`src/rtl/i2c_mon_pkg.sv`:
```
package i2c_mon_pkg;

    typedef enum logic [2:0] {
        GEN_IDLE,
        GEN_WAIT_FREE,
        GEN_SDA_HOLD,
        GEN_SCL_PULL,
        GEN_OWN
    } gen_state_t;

    typedef enum logic [1:0] {
        FRM_IDLE,
        FRM_ADDR,
        FRM_DATA
    } frm_state_t;

    localparam logic [1:0] REG_CTRL  = 2'd0;
    localparam logic [1:0] REG_STAT  = 2'd1;
    localparam logic [1:0] REG_HOLD  = 2'd2;
    localparam logic [1:0] REG_FRAME = 2'd3;

    localparam int CTRL_REQ_BIT = 0;
    localparam int CTRL_REL_BIT = 1;
    localparam int STAT_STA_BIT = 0;
    localparam int STAT_STO_BIT = 1;
    localparam int STAT_OWN_BIT = 2;

endpackage

```
`src/rtl/i2c_line_sync.sv`:
```
module i2c_line_sync #(
    parameter int LINES  = 2,
    parameter int STAGES = 2
) (
    input  logic             clk,
    input  logic             rst_n,
    input  logic [LINES-1:0] raw,
    output logic [LINES-1:0] now,
    output logic [LINES-1:0] last
);

    for (genvar g = 0; g < LINES; g++) begin : g_line
        logic [STAGES-1:0] chain;
        logic              hist;

        always_ff @(posedge clk or negedge rst_n) begin
            if (!rst_n) begin
                chain <= '1;
                hist  <= 1'b1;
            end else begin
                chain <= {chain[STAGES-2:0], raw[g]};
                hist  <= chain[STAGES-1];
            end
        end

        assign now[g]  = chain[STAGES-1];
        assign last[g] = hist;
    end

endmodule

```
`src/rtl/i2c_cond_detect.sv`:
```
module i2c_cond_detect (
    input  logic scl_now,
    input  logic scl_last,
    input  logic sda_now,
    input  logic sda_last,
    output logic start_ev,
    output logic stop_ev,
    output logic scl_rise
);

    logic clk_high_steady;

    assign clk_high_steady = scl_now & scl_last;
    assign start_ev = clk_high_steady & sda_last & ~sda_now;
    assign stop_ev  = clk_high_steady & ~sda_last & sda_now;
    assign scl_rise = scl_now & ~scl_last;

endmodule

```
`src/rtl/i2c_frame_track.sv`:
```
module i2c_frame_track
    import i2c_mon_pkg::*;
#(
    parameter int FRAME_BITS = 9,
    parameter int CNT_W      = 4
) (
    input  logic             clk,
    input  logic             rst_n,
    input  logic             start_ev,
    input  logic             stop_ev,
    input  logic             scl_rise,
    output logic [CNT_W-1:0] bit_pos,
    output logic             ack_slot,
    output logic             rw_slot
);

    localparam logic [CNT_W-1:0] LAST_POS = CNT_W'(FRAME_BITS);
    localparam logic [CNT_W-1:0] RW_POS   = CNT_W'(FRAME_BITS - 1);
    localparam logic [CNT_W-1:0] FIRST    = CNT_W'(1);

    frm_state_t       st, st_nx;
    logic [CNT_W-1:0] cnt, cnt_nx;

    always_ff @(posedge clk or negedge rst_n) begin
        if (!rst_n) begin
            st  <= FRM_IDLE;
            cnt <= '0;
        end else begin
            st  <= st_nx;
            cnt <= cnt_nx;
        end
    end

    always_comb begin
        st_nx  = st;
        cnt_nx = cnt;
        if (stop_ev) begin
            st_nx  = FRM_IDLE;
            cnt_nx = '0;
        end else if (start_ev) begin
            st_nx  = FRM_ADDR;
            cnt_nx = '0;
        end else if (scl_rise) begin
            unique case (st)
                FRM_IDLE: cnt_nx = '0;
                FRM_ADDR: begin
                    if (cnt == LAST_POS) begin
                        st_nx  = FRM_DATA;
                        cnt_nx = FIRST;
                    end else begin
                        cnt_nx = cnt + FIRST;
                    end
                end
                FRM_DATA: begin
                    if (cnt == LAST_POS) cnt_nx = FIRST;
                    else                 cnt_nx = cnt + FIRST;
                end
                default: begin
                    st_nx  = FRM_IDLE;
                    cnt_nx = '0;
                end
            endcase
        end
    end

    always_comb begin
        bit_pos  = cnt;
        ack_slot = (st != FRM_IDLE) && (cnt == LAST_POS);
        rw_slot  = (st == FRM_ADDR) && (cnt == RW_POS);
    end

endmodule

```
`src/rtl/i2c_start_gen.sv`:
```
module i2c_start_gen
    import i2c_mon_pkg::*;
#(
    parameter int DATA_W = 8
) (
    input  logic              clk,
    input  logic              rst_n,
    input  logic              req,
    input  logic              stop_seen,
    input  logic              scl_now,
    input  logic              sda_now,
    input  logic              release_wr,
    input  logic [DATA_W-1:0] hold_cfg,
    output logic              sda_low,
    output logic              scl_low,
    output logic              done,
    output logic              owned
);

    gen_state_t        st, st_nx;
    logic [DATA_W-1:0] cnt;

    always_ff @(posedge clk or negedge rst_n) begin
        if (!rst_n) begin
            st  <= GEN_IDLE;
            cnt <= '0;
        end else begin
            st <= st_nx;
            if (st == GEN_WAIT_FREE && st_nx == GEN_SDA_HOLD) cnt <= hold_cfg;
            else if (st == GEN_SDA_HOLD && cnt != '0)        cnt <= cnt - 1'b1;
        end
    end

    always_comb begin
        st_nx = st;
        unique case (st)
            GEN_IDLE:      if (req) st_nx = GEN_WAIT_FREE;
            GEN_WAIT_FREE: begin
                if (!req)                                st_nx = GEN_IDLE;
                else if (stop_seen && scl_now && sda_now) st_nx = GEN_SDA_HOLD;
            end
            GEN_SDA_HOLD:  if (cnt == '0) st_nx = GEN_SCL_PULL;
            GEN_SCL_PULL:  st_nx = GEN_OWN;
            GEN_OWN:       if (release_wr) st_nx = GEN_IDLE;
            default:       st_nx = GEN_IDLE;
        endcase
    end

    always_comb begin
        sda_low = 1'b0;
        scl_low = 1'b0;
        done    = 1'b0;
        owned   = 1'b0;
        unique case (st)
            GEN_SDA_HOLD: sda_low = 1'b1;
            GEN_SCL_PULL: begin
                sda_low = 1'b1;
                scl_low = 1'b1;
                done    = 1'b1;
            end
            GEN_OWN: begin
                sda_low = 1'b1;
                scl_low = 1'b1;
                owned   = 1'b1;
            end
            default: ;
        endcase
    end

endmodule

```
`src/rtl/i2c_cond_mon.sv`:
```
module i2c_cond_mon
    import i2c_mon_pkg::*;
#(
    parameter int          DATA_W      = 8,
    parameter int          SYNC_STAGES = 2,
    parameter int          FRAME_BITS  = 9,
    parameter logic [7:0]  HOLD_RESET  = 8'd4,
    localparam int         CNT_W       = $clog2(FRAME_BITS + 1)
) (
    input  logic              clk,
    input  logic              rst_n,
    input  logic              scl_in,
    input  logic              sda_in,
    input  logic              reg_wr,
    input  logic [1:0]        reg_addr,
    input  logic [DATA_W-1:0] reg_wdata,
    output logic [DATA_W-1:0] reg_rdata,
    output logic              scl_drive_low,
    output logic              sda_drive_low,
    output logic [CNT_W-1:0]  bit_pos,
    output logic              ack_slot,
    output logic              rw_slot
);

    logic [1:0] line_now, line_last;
    logic       scl_s, sda_s;
    logic       start_ev, stop_ev, scl_rise;
    logic       start_flag, stop_flag, start_req;
    logic [DATA_W-1:0] hold_r;
    logic       gen_done, gen_owned;
    logic       wr_ctrl, wr_stat, wr_hold, release_wr;

    i2c_line_sync #(.LINES(2), .STAGES(SYNC_STAGES)) u_sync (
        .clk  (clk),
        .rst_n(rst_n),
        .raw  ({sda_in, scl_in}),
        .now  (line_now),
        .last (line_last)
    );

    assign scl_s = line_now[0];
    assign sda_s = line_now[1];

    i2c_cond_detect u_det (
        .scl_now (line_now[0]),
        .scl_last(line_last[0]),
        .sda_now (line_now[1]),
        .sda_last(line_last[1]),
        .start_ev(start_ev),
        .stop_ev (stop_ev),
        .scl_rise(scl_rise)
    );

    i2c_frame_track #(.FRAME_BITS(FRAME_BITS), .CNT_W(CNT_W)) u_frm (
        .clk     (clk),
        .rst_n   (rst_n),
        .start_ev(start_ev),
        .stop_ev (stop_ev),
        .scl_rise(scl_rise),
        .bit_pos (bit_pos),
        .ack_slot(ack_slot),
        .rw_slot (rw_slot)
    );

    assign wr_ctrl    = reg_wr && (reg_addr == REG_CTRL);
    assign wr_stat    = reg_wr && (reg_addr == REG_STAT);
    assign wr_hold    = reg_wr && (reg_addr == REG_HOLD);
    assign release_wr = wr_ctrl && reg_wdata[CTRL_REL_BIT];

    i2c_start_gen #(.DATA_W(DATA_W)) u_gen (
        .clk       (clk),
        .rst_n     (rst_n),
        .req       (start_req),
        .stop_seen (stop_flag),
        .scl_now   (scl_s),
        .sda_now   (sda_s),
        .release_wr(release_wr),
        .hold_cfg  (hold_r),
        .sda_low   (sda_drive_low),
        .scl_low   (scl_drive_low),
        .done      (gen_done),
        .owned     (gen_owned)
    );

    always_ff @(posedge clk or negedge rst_n) begin
        if (!rst_n) begin
            start_flag <= 1'b0;
            stop_flag  <= 1'b0;
            start_req  <= 1'b0;
            hold_r     <= DATA_W'(HOLD_RESET);
        end else begin
            if (start_ev)                                start_flag <= 1'b1;
            else if (stop_ev)                            start_flag <= 1'b0;
            else if (wr_stat && reg_wdata[STAT_STA_BIT]) start_flag <= 1'b0;

            if (stop_ev)                                 stop_flag <= 1'b1;
            else if (start_ev || gen_done)               stop_flag <= 1'b0;
            else if (wr_stat && reg_wdata[STAT_STO_BIT]) stop_flag <= 1'b0;

            if (wr_ctrl)       start_req <= reg_wdata[CTRL_REQ_BIT];
            else if (gen_done) start_req <= 1'b0;

            if (wr_hold) hold_r <= reg_wdata;
        end
    end

    always_comb begin
        reg_rdata = '0;
        unique case (reg_addr)
            REG_CTRL: reg_rdata[CTRL_REQ_BIT] = start_req;
            REG_STAT: begin
                reg_rdata[STAT_STA_BIT] = start_flag;
                reg_rdata[STAT_STO_BIT] = stop_flag;
                reg_rdata[STAT_OWN_BIT] = gen_owned;
            end
            REG_HOLD: reg_rdata = hold_r;
            REG_FRAME: begin
                reg_rdata[CNT_W-1:0] = bit_pos;
                reg_rdata[CNT_W]     = ack_slot;
                reg_rdata[CNT_W+1]   = rw_slot;
            end
            default: reg_rdata = '0;
        endcase
    end

endmodule

```
`config.mk`:
```
export PLATFORM = sky130hd
export DESIGN_NAME = i2c_cond_mon
export DESIGN_NICKNAME = d
export VERILOG_FILES = /design/src/rtl/i2c_mon_pkg.sv /design/src/rtl/i2c_line_sync.sv /design/src/rtl/i2c_cond_detect.sv /design/src/rtl/i2c_frame_track.sv /design/src/rtl/i2c_start_gen.sv /design/src/rtl/i2c_cond_mon.sv
export SDC_FILE = /design/constraint.sdc
export NUM_CORES = 1
export LEC_CHECK = 0
export CELL_PAD_IN_SITES_DETAIL_PLACEMENT = 2
export CELL_PAD_IN_SITES_GLOBAL_PLACEMENT = 2
export CORE_ASPECT_RATIO = 1.4
export CORE_MARGIN = 10
export CORE_UTILIZATION = 31
export CTS_CLUSTER_DIAMETER = 30
export DETAILED_ROUTE_END_ITERATION = 7
export GPL_TIMING_DRIVEN = 0
export PLACE_DENSITY_LB_ADDON = 0.12
export SLEW_MARGIN = 40
export SYNTH_ARGS = -nofsm -noshare
export SYNTH_HDL_FRONTEND = slang
export SYNTH_HIERARCHICAL = 1
export SYNTH_SLANG_ARGS = --single-unit
```
`constraint.sdc`:
```
create_clock -name clk -period 1.5 [get_ports clk]
set_input_delay 0.15 -clock clk [delete_from_list [all_inputs] [get_ports clk]]
set_output_delay 0.15 -clock clk [all_outputs]
set_load 0.03 [all_outputs]
```
==> results.md, run 1 <==
* Period utilization at 118%
* Wire length of the first global-routing pass at 9.97 mm
* Min-delay worst type: in2reg
* Min Tclk post-route at ~1.8 ns
* Series of cell instances along the critical path: or3b_4 -> a21o_1 -> o311a_1 -> a221o_1
* Clk root buf: sky130_fd_sc_hd__clkbuf_8
* Final core utilization at a little under half
* Horizontal die dimension at slightly below 90 um
* Share of cells above drive strength 1 at a little over half
* Mean instance size in the synthesized netlist at 11.1 um^2
* Top-level I/O count at 31
* Total routing resource utilization after global routing at between 10% and 20%
* Predominant post-synthesis flop cell: sky130_fd_sc_hd__dfrtp_1
* Initial antenna violation count at 0
* Remaining design rule violation count at 0
* TritonCTS clock tree: yes
* Unrepaired setup endpoints after global routing: yes
* Synth unique cells at 50
* Most common cell after layout, fill and taps aside: sky130_fd_sc_hd__buf_4
* Die footprint at between 9000 and 10000 um^2
* Via count of the first global-routing pass at between 1500 and 2000
* Number of enable-type register cells in the synthesized netlist at 0
* Gpl congestion at approximately 0.77
* Antenna diode instance count at 0
* Number of antenna-violating nets in the routed design at 0
* Largest net degree at the start of global routing at 23
* CP Data Required Time at about 1.7 ns
* Largest fanout of any net on the critical path at 6
* # rows at 33
* Count of input and output buffers at 30
* Number of clock sinks at 34
* Detailed-route wire length per cell at ~21 um
* Relative area change from synthesis to final layout at 48.0%
* Number of synthesized register bits at 34
* Die height at around 110 um
* Static leakage at between 1 and 1.5 nW
* Maximum buffer depth of the clock tree at 2
* Transition time of the tightest slew-check pin at around 0.38 ns
* Max IR drop VDD at 463 uV
* Final-report hold violation count at 0
* Max-slew headroom at the worst pin at around three quarters
* Ys Warns at 6
* Crit path DAT at just under 2 ns
* Sequential Area at 870 um^2
* DPL Wire Length at 4.57 mm
* Biggest cell delay along the critical path at roughly 0.45 ns
* Initial Util at 32.3%
* DR iter-0 viols at 45
* H-tree depth at 2
* First-pass iteration count of the detailed router at 4
* Endpoint class of the critical path: flip-flop
* Clock Pin Slew Worst Setup and Hold Paths at roughly 0.08 ns
* Fin area at between 2000 and 3000 um^2
* Largest clock skew in the final design at between 0.007 and 0.008 ns
* Clock latency at the later pin of the worst-skew pair at a little under 0.3 ns
* Total power density per cell area at roughly 1300 nW/um^2
* Most used cells in the layout excluding fill and tap cells: sky130_fd_sc_hd__buf_4 (35), sky130_fd_sc_hd__dfrtp_1 (19), sky130_fd_sc_hd__buf_6 (11), sky130_fd_sc_hd__clkdlybuf4s50_1 (11), sky130_fd_sc_hd__nand2_1 (11)
* Final routed wirelength across all metal layers at about 6.5 mm
* Total count of max-transition violations in the final report at 0
* TritonCTS buffer count at 5
* Std-Cell Core Area at 5950 um^2
* Gate count after technology mapping at between 150 and 200
* Highest clock frequency the design can meet at ~0.57 GHz
* Outcome: finished with violations
* Crit path launch type: flip-flop
* Nets at roughly 270
* Setup-failing EPs final at 16
* Least setup slack across all paths after layout at -0.267 ns
* Total global routing overflow at 0
* Fraction of the yosys area taken by sequential cells at between 40 and 50%
* Fill cell count at 626
* Crit Path Class: reg2reg
* R2R Setup Slk at -0.27 ns
* Syn Nets at about 190
* Detailed-route vias per instance at 5.23
* Cell Area, Placed at roughly 2400 um^2
* Fraction of registers with async set or reset after synthesis at 100%
* Number of maximum-capacitance constraint violations at 0
* Crit path max-delay cell type: sky130_fd_sc_hd__dfrtp_2
* Area of the mapped netlist at roughly 1900 um^2
* Multi-input combinational cell area at between 1000 and 1500 um^2
* Total vias in the final route at about 1700
* Failing checks: setup timing
==> power breakdown <==
part,internal [mW],switching [mW],total (mW)
clock,0.369,0.363,0.732
combinational,0.788,0.704,1.49
sequential,1.13,0.252,1.38
total,2.29,1.32,3.60
==> timing repair <==
| action | CTS | global route |
|---|---|---|
| endpoints found under the setup margin | 26 | 25 |
| gates resized for setup | 92 | 23 |
| setup buffers | 23 | 14 |
| pin swaps | 11 | 16 |
| endpoints found under the hold margin | 6 | 0 |
| cloned | 0 | 0 |
| hold buffers | 1 | 0 |
==> cell usage after synthesis, types with 3 or more instances <==
master                     count  area share [%]
sky130_fd_sc_hd__a21oi_1       4             1.0
sky130_fd_sc_hd__nor3b_2       3             2.0
sky130_fd_sc_hd__dfrtp_1      27              35
sky130_fd_sc_hd__o21ai_0       5             1.3
sky130_fd_sc_hd__a221o_1       4             2.1
sky130_fd_sc_hd__ha_1          6             3.9
sky130_fd_sc_hd__and4b_1       3             1.6
sky130_fd_sc_hd__mux2_2       10             5.9
sky130_fd_sc_hd__nor3_1        5             1.3
sky130_fd_sc_hd__nand4_1       3            0.98
sky130_fd_sc_hd__nor2_1       10             2.0
sky130_fd_sc_hd__inv_1        12             2.3
sky130_fd_sc_hd__nand2_1      11             2.2
sky130_fd_sc_hd__dfstp_2       7             9.6
sky130_fd_sc_hd__a31oi_1       3            0.98
sky130_fd_sc_hd__a22o_1        3             1.4
sky130_fd_sc_hd__mux2i_1       4             2.1
sky130_fd_sc_hd__buf_4         5             2.0
sky130_fd_sc_hd__o211ai_1      3             1.2
sky130_fd_sc_hd__nor2b_1       5             1.6
==> routing by layer <==
metal	wire [um]	part of all wire, %	GRT usage, %
met5	0	0	0
met4	71	1.1	3.47
met3	198	3.0	3.09
met2	3830	59	24.4
met1	2410	37	13.2
==> metrics by stage <==
step	hold slack (ns)	worst slack, ns	total power [mW]	std cells	TNS (ns)
6_report	0.262	-0.267	3.60	317	-2.11
5_1_grt	0.255	-0.298	3.81	317	-3.15
4_1_cts	0.257	-0.225	3.40	304	-1.95
3_5_place_dp	0.0872	-0.681	2.42	274	-7.35
3_3_place_gp	0.348	-0.677	2.32	273	-22.90
2_1_floorplan	-0.146	-0.148	2.00	173	-0.425
==> worst max-delay path, delay by kind of cell (launching register included) <==
kind,cells,cell delay [ns]
simple gates,1,0.44
compound gates,3,0.77
flops,1,0.45
==> layout make-up <==
class	instances	share of cell area, %
Buffer	4	1.19
Clock buffer	6	2.91
Clock inverter	2	0.441
Inverter	12	1.67
Multi-Input combinational cell	120	38.4
Sequential cell	34	30.6
Tap cell	70	3.08
Timing Repair Buffer	69	21.7
==> path summary, 6_finish.rpt <==
check	from	end	cells after the start
worst min register to register	u_sync/g_line[0].chain[0]$_DFF_PN1_	u_sync/g_line[0].chain[1]$_DFF_PN1_	0
max in group asynchronous	rst_n	hold_r[2]$_DFFE_PN1P_	3
worst max-delay path	u_gen/st[2]$_DFF_PN0_	u_gen/cnt[4]$_DFFE_PN0P_	4
worst max register to register	u_gen/st[2]$_DFF_PN0_	u_gen/cnt[4]$_DFFE_PN0P_	4
worst min-delay path	sda_in	u_sync/g_line[1].chain[0]$_DFF_PN1_	1
min in group asynchronous	rst_n	u_gen/st[2]$_DFF_PN0_	2
==> cells by family after synthesis <==
kind of cell | count (synthesis) | share of synthesized area (%)
mux | 16 | 10.1
simple gates | 64 | 22.9
compound gates | 34 | 13.1
fa+ha+maj | 6 | 3.91
buf+inv | 19 | 5.15
flops | 34 | 44.8
==> sequential cells by signal (all words and copies together), names as in the netlist <==
signal,flops
hold_r,8
u_gen/st,3
start_req,1
u_frm/bit_pos,4
u_sync/g_line.chain,4
u_sync/g_line.hist,2
u_gen/cnt,8
start_flag,1
stop_flag,1
u_frm/st,2
Note: power is estimated with default switching activity, not from simulation.
==> run 2: changes to the inputs <==
- CTS_CLUSTER_SIZE: not set -> 8
==> results of run 2 <==
Final layout, timing and power as in run 1 (identical DEF).
==> run 3: changes to the inputs <==
- REMOVE_ABC_BUFFERS: not set -> 1
==> run 3 against run 2 <==
Compared with the run above: first-iteration DRC count decreased by 24%; non-clock buffer count decreased by 8; sequential share of layout area increased by 0.14 points; the flow still finishes with violations (setup timing); largest power group unchanged; critical path type is now reg2out.
==> results.md, run 3 (same netlist as run 1, synthesis figures left out) <==
* Outcome: finished with violations
* Failing checks: setup timing
* TritonCTS buffer count at 5
* Wire length of the first global-routing pass at 9.88 mm
* Crit Path Class: reg2out
* Sw frac at a little over a third
* Final core utilization at a little under half
* Smallest hold slack at between 0.2 and 0.3 ns
* Remaining design rule violation count at 0
* Clock latency at the later pin of the worst-skew pair at between 0.2 and 0.3 ns
* Power Internal at around 2.3 mW
* Most congested layer reported by global routing: met2
* First-pass iteration count of the detailed router at 4
* Routing usage on met3 at under 10%
* Reg2reg start: u_gen/st[0]$_DFF_PN0_
* Total power density per cell area at around 1300 nW/um^2
* Total vias in the final route at approximately 1600
* Horizontal die dimension at between 80 and 90 um
* Met1 track utilization from global routing at a little over an eighth
* Gpl congestion at about 0.78
* R2R Setup Slk at -0.27 ns
* Count of input and output buffers at 30
* Most common cell after layout, fill and taps aside: sky130_fd_sc_hd__buf_4
* Nets at roughly 260
* Number of clock sinks at 34
* Top-level I/O count at 31
* Number of maximum-capacitance constraint violations at 0
* H-tree depth at 2
* Final-layout setup total negative slack at -2.35 ns
* Highest clock frequency the design can meet at 0.564 GHz
* Std-Cell Core Area at roughly 5900 um^2
* Clock Pin Slew Worst Setup and Hold Paths at 0.07 ns
* Via count of the first global-routing pass at 1836
* Setup-failing EPs final at 15
* DPL Wire Length at around 4.4 mm
* Die height at 113 um
* # rows at 33
* Reg-to-reg critical path endpoint: u_gen/cnt[4]$_DFFE_PN0P_
* Largest clock skew in the final design at about 0.0062 ns
* Total routing resource utilization after global routing at roughly 13%
* Transition time of the tightest slew-check pin at 0.475 ns
* Detailed-route wire length per cell at between 20 and 25 um
* Initial Util at approximately a third
* Min Tclk post-route at roughly 1.8 ns
* Total global routing overflow at 0
* DR iter-0 viols at 34
* Total count of max-transition violations in the final report at 0
* Clk root buf: sky130_fd_sc_hd__clkbuf_8
* Antenna diode instance count at 0
* Most used cells in the layout excluding fill and tap cells: sky130_fd_sc_hd__buf_4 (25), sky130_fd_sc_hd__dfrtp_1 (19), sky130_fd_sc_hd__buf_6 (16), sky130_fd_sc_hd__clkdlybuf4s50_1 (11), sky130_fd_sc_hd__mux2_2 (10)
* Min-delay worst type: in2reg
* Final routed wirelength across all metal layers at roughly 6.3 mm
* Max-slew headroom at the worst pin at around two thirds
* Largest fanout of any net on the critical path at 2
* Static leakage at ~1.3 nW
* Setup crit end: reg_rdata[4]
* Sequential cell fraction of total power at 37.4%
* Final-report hold violation count at 0
* Period utilization at 118%
* Crit path DAT at 1.62 ns
* Top Registers: hold_r: 8 flops, u_gen/cnt: 8 flops
* Die footprint at between 9000 and 10000 um^2
* Unrepaired setup endpoints after global routing: yes
* Number of antenna-violating nets in the routed design at 0
* Least setup slack across all paths after layout at -0.274 ns
* Switching Power at around 1.4 mW
* Combinational share of power at a little over two fifths
* Largest net degree at the start of global routing at 19
* Share of cells above drive strength 1 at a little over half
* Max IR drop VDD at between 400 and 500 uV
* Endpoint class of the critical path: output port
* Cell count of the worst reg-to-reg path at 4
* Maximum buffer depth of the clock tree at 2
* PnR Total Power at 3.70 mW
* Relative area change from synthesis to final layout at 47.3%
* CP Data Required Time at ~1.4 ns
* Initial antenna violation count at 0
* Detailed-route vias per instance at between 5 and 6
* Fraction of power consumed by the clock network at 19.1%
* TritonCTS clock tree: yes
* Met2 demand-to-capacity share in global routing at roughly a quarter
* Critical path origin: u_frm/bit_pos[1]$_DFFE_PN0P_
* Crit path launch type: flip-flop
run 3: area by class of cell:
class | count | area (um^2)
clock buffers | 7 | 86.3
clock inverters | 1 | 5.00
fillers | 610 | 3120
inverters | 12 | 47.5
multi-input cells | 120 | 1130
flip-flops and latches | 34 | 870
well taps | 70 | 87.6
repair buffers | 65 | 598
run 3: worst min path at each step:
stage / from / endpoint / slack [ns] / cells after the start
floorplan: rst_n / hold_r[0]$_DFFE_PN0P_ / -0.15 / 0
global placement: u_sync/g_line[1].chain[0]$_DFF_PN1_ / u_sync/g_line[1].chain[1]$_DFF_PN1_ / 0.35 / 0
detailed placement: rst_n / u_gen/cnt[0]$_DFFE_PN0P_ / 0.13 / 1
CTS: sda_in / u_sync/g_line[1].chain[0]$_DFF_PN1_ / 0.26 / 1
global route: scl_in / u_sync/g_line[0].chain[0]$_DFF_PN1_ / 0.27 / 1
finish: sda_in / u_sync/g_line[1].chain[0]$_DFF_PN1_ / 0.28 / 1
run 3: worst max-delay path, stage by stage (launching register included):
cell,delay (ns)
sky130_fd_sc_hd__dfrtp_2,0.44
sky130_fd_sc_hd__inv_4,0.08
sky130_fd_sc_hd__ha_4,0.14
sky130_fd_sc_hd__nand3b_4,0.09
sky130_fd_sc_hd__nor2_4,0.11
sky130_fd_sc_hd__mux2i_1,0.09
sky130_fd_sc_hd__nor2b_1,0.19
sky130_fd_sc_hd__buf_4,0.19
run 3: power groups by stage:
stage / Combinational (mW) / Clock [mW] / Sequential [mW]
after floorplan: 0.635 / 0 / 1.28
after detailed placement: 0.971 / 0 / 1.35
after CTS: 1.25 / 0.741 / 1.36
final: 1.61 / 0.705 / 1.38
after global routing: 1.77 / 0.768 / 1.43
after global placement: 0.902 / 0 / 1.34
run 3: routing by layer:
layer	part of all wire, %	up-vias
li1	-	755
met5	0	-
met4	1.7	0
met3	3.5	8
met2	59	24
met1	36	833
run 3: metrics by stage:
stage,cell area (um^2),setup WS [ns],cells
2_1_floorplan,1870,-0.705,166
3_3_place_gp,2250,-0.899,266
3_5_place_dp,2280,-0.933,267
4_1_cts,2570,-0.228,292
5_1_grt,2830,-0.379,309
6_report,2830,-0.274,309
run 3: what timing repair did:
action,CTS,global route
hold buffers,1,0
gates cloned,0,0
pin swaps,8,14
resized for setup,102,48
hold endpoints to repair,15,0
endpoints found under the setup margin,26,24
setup buffers,16,19
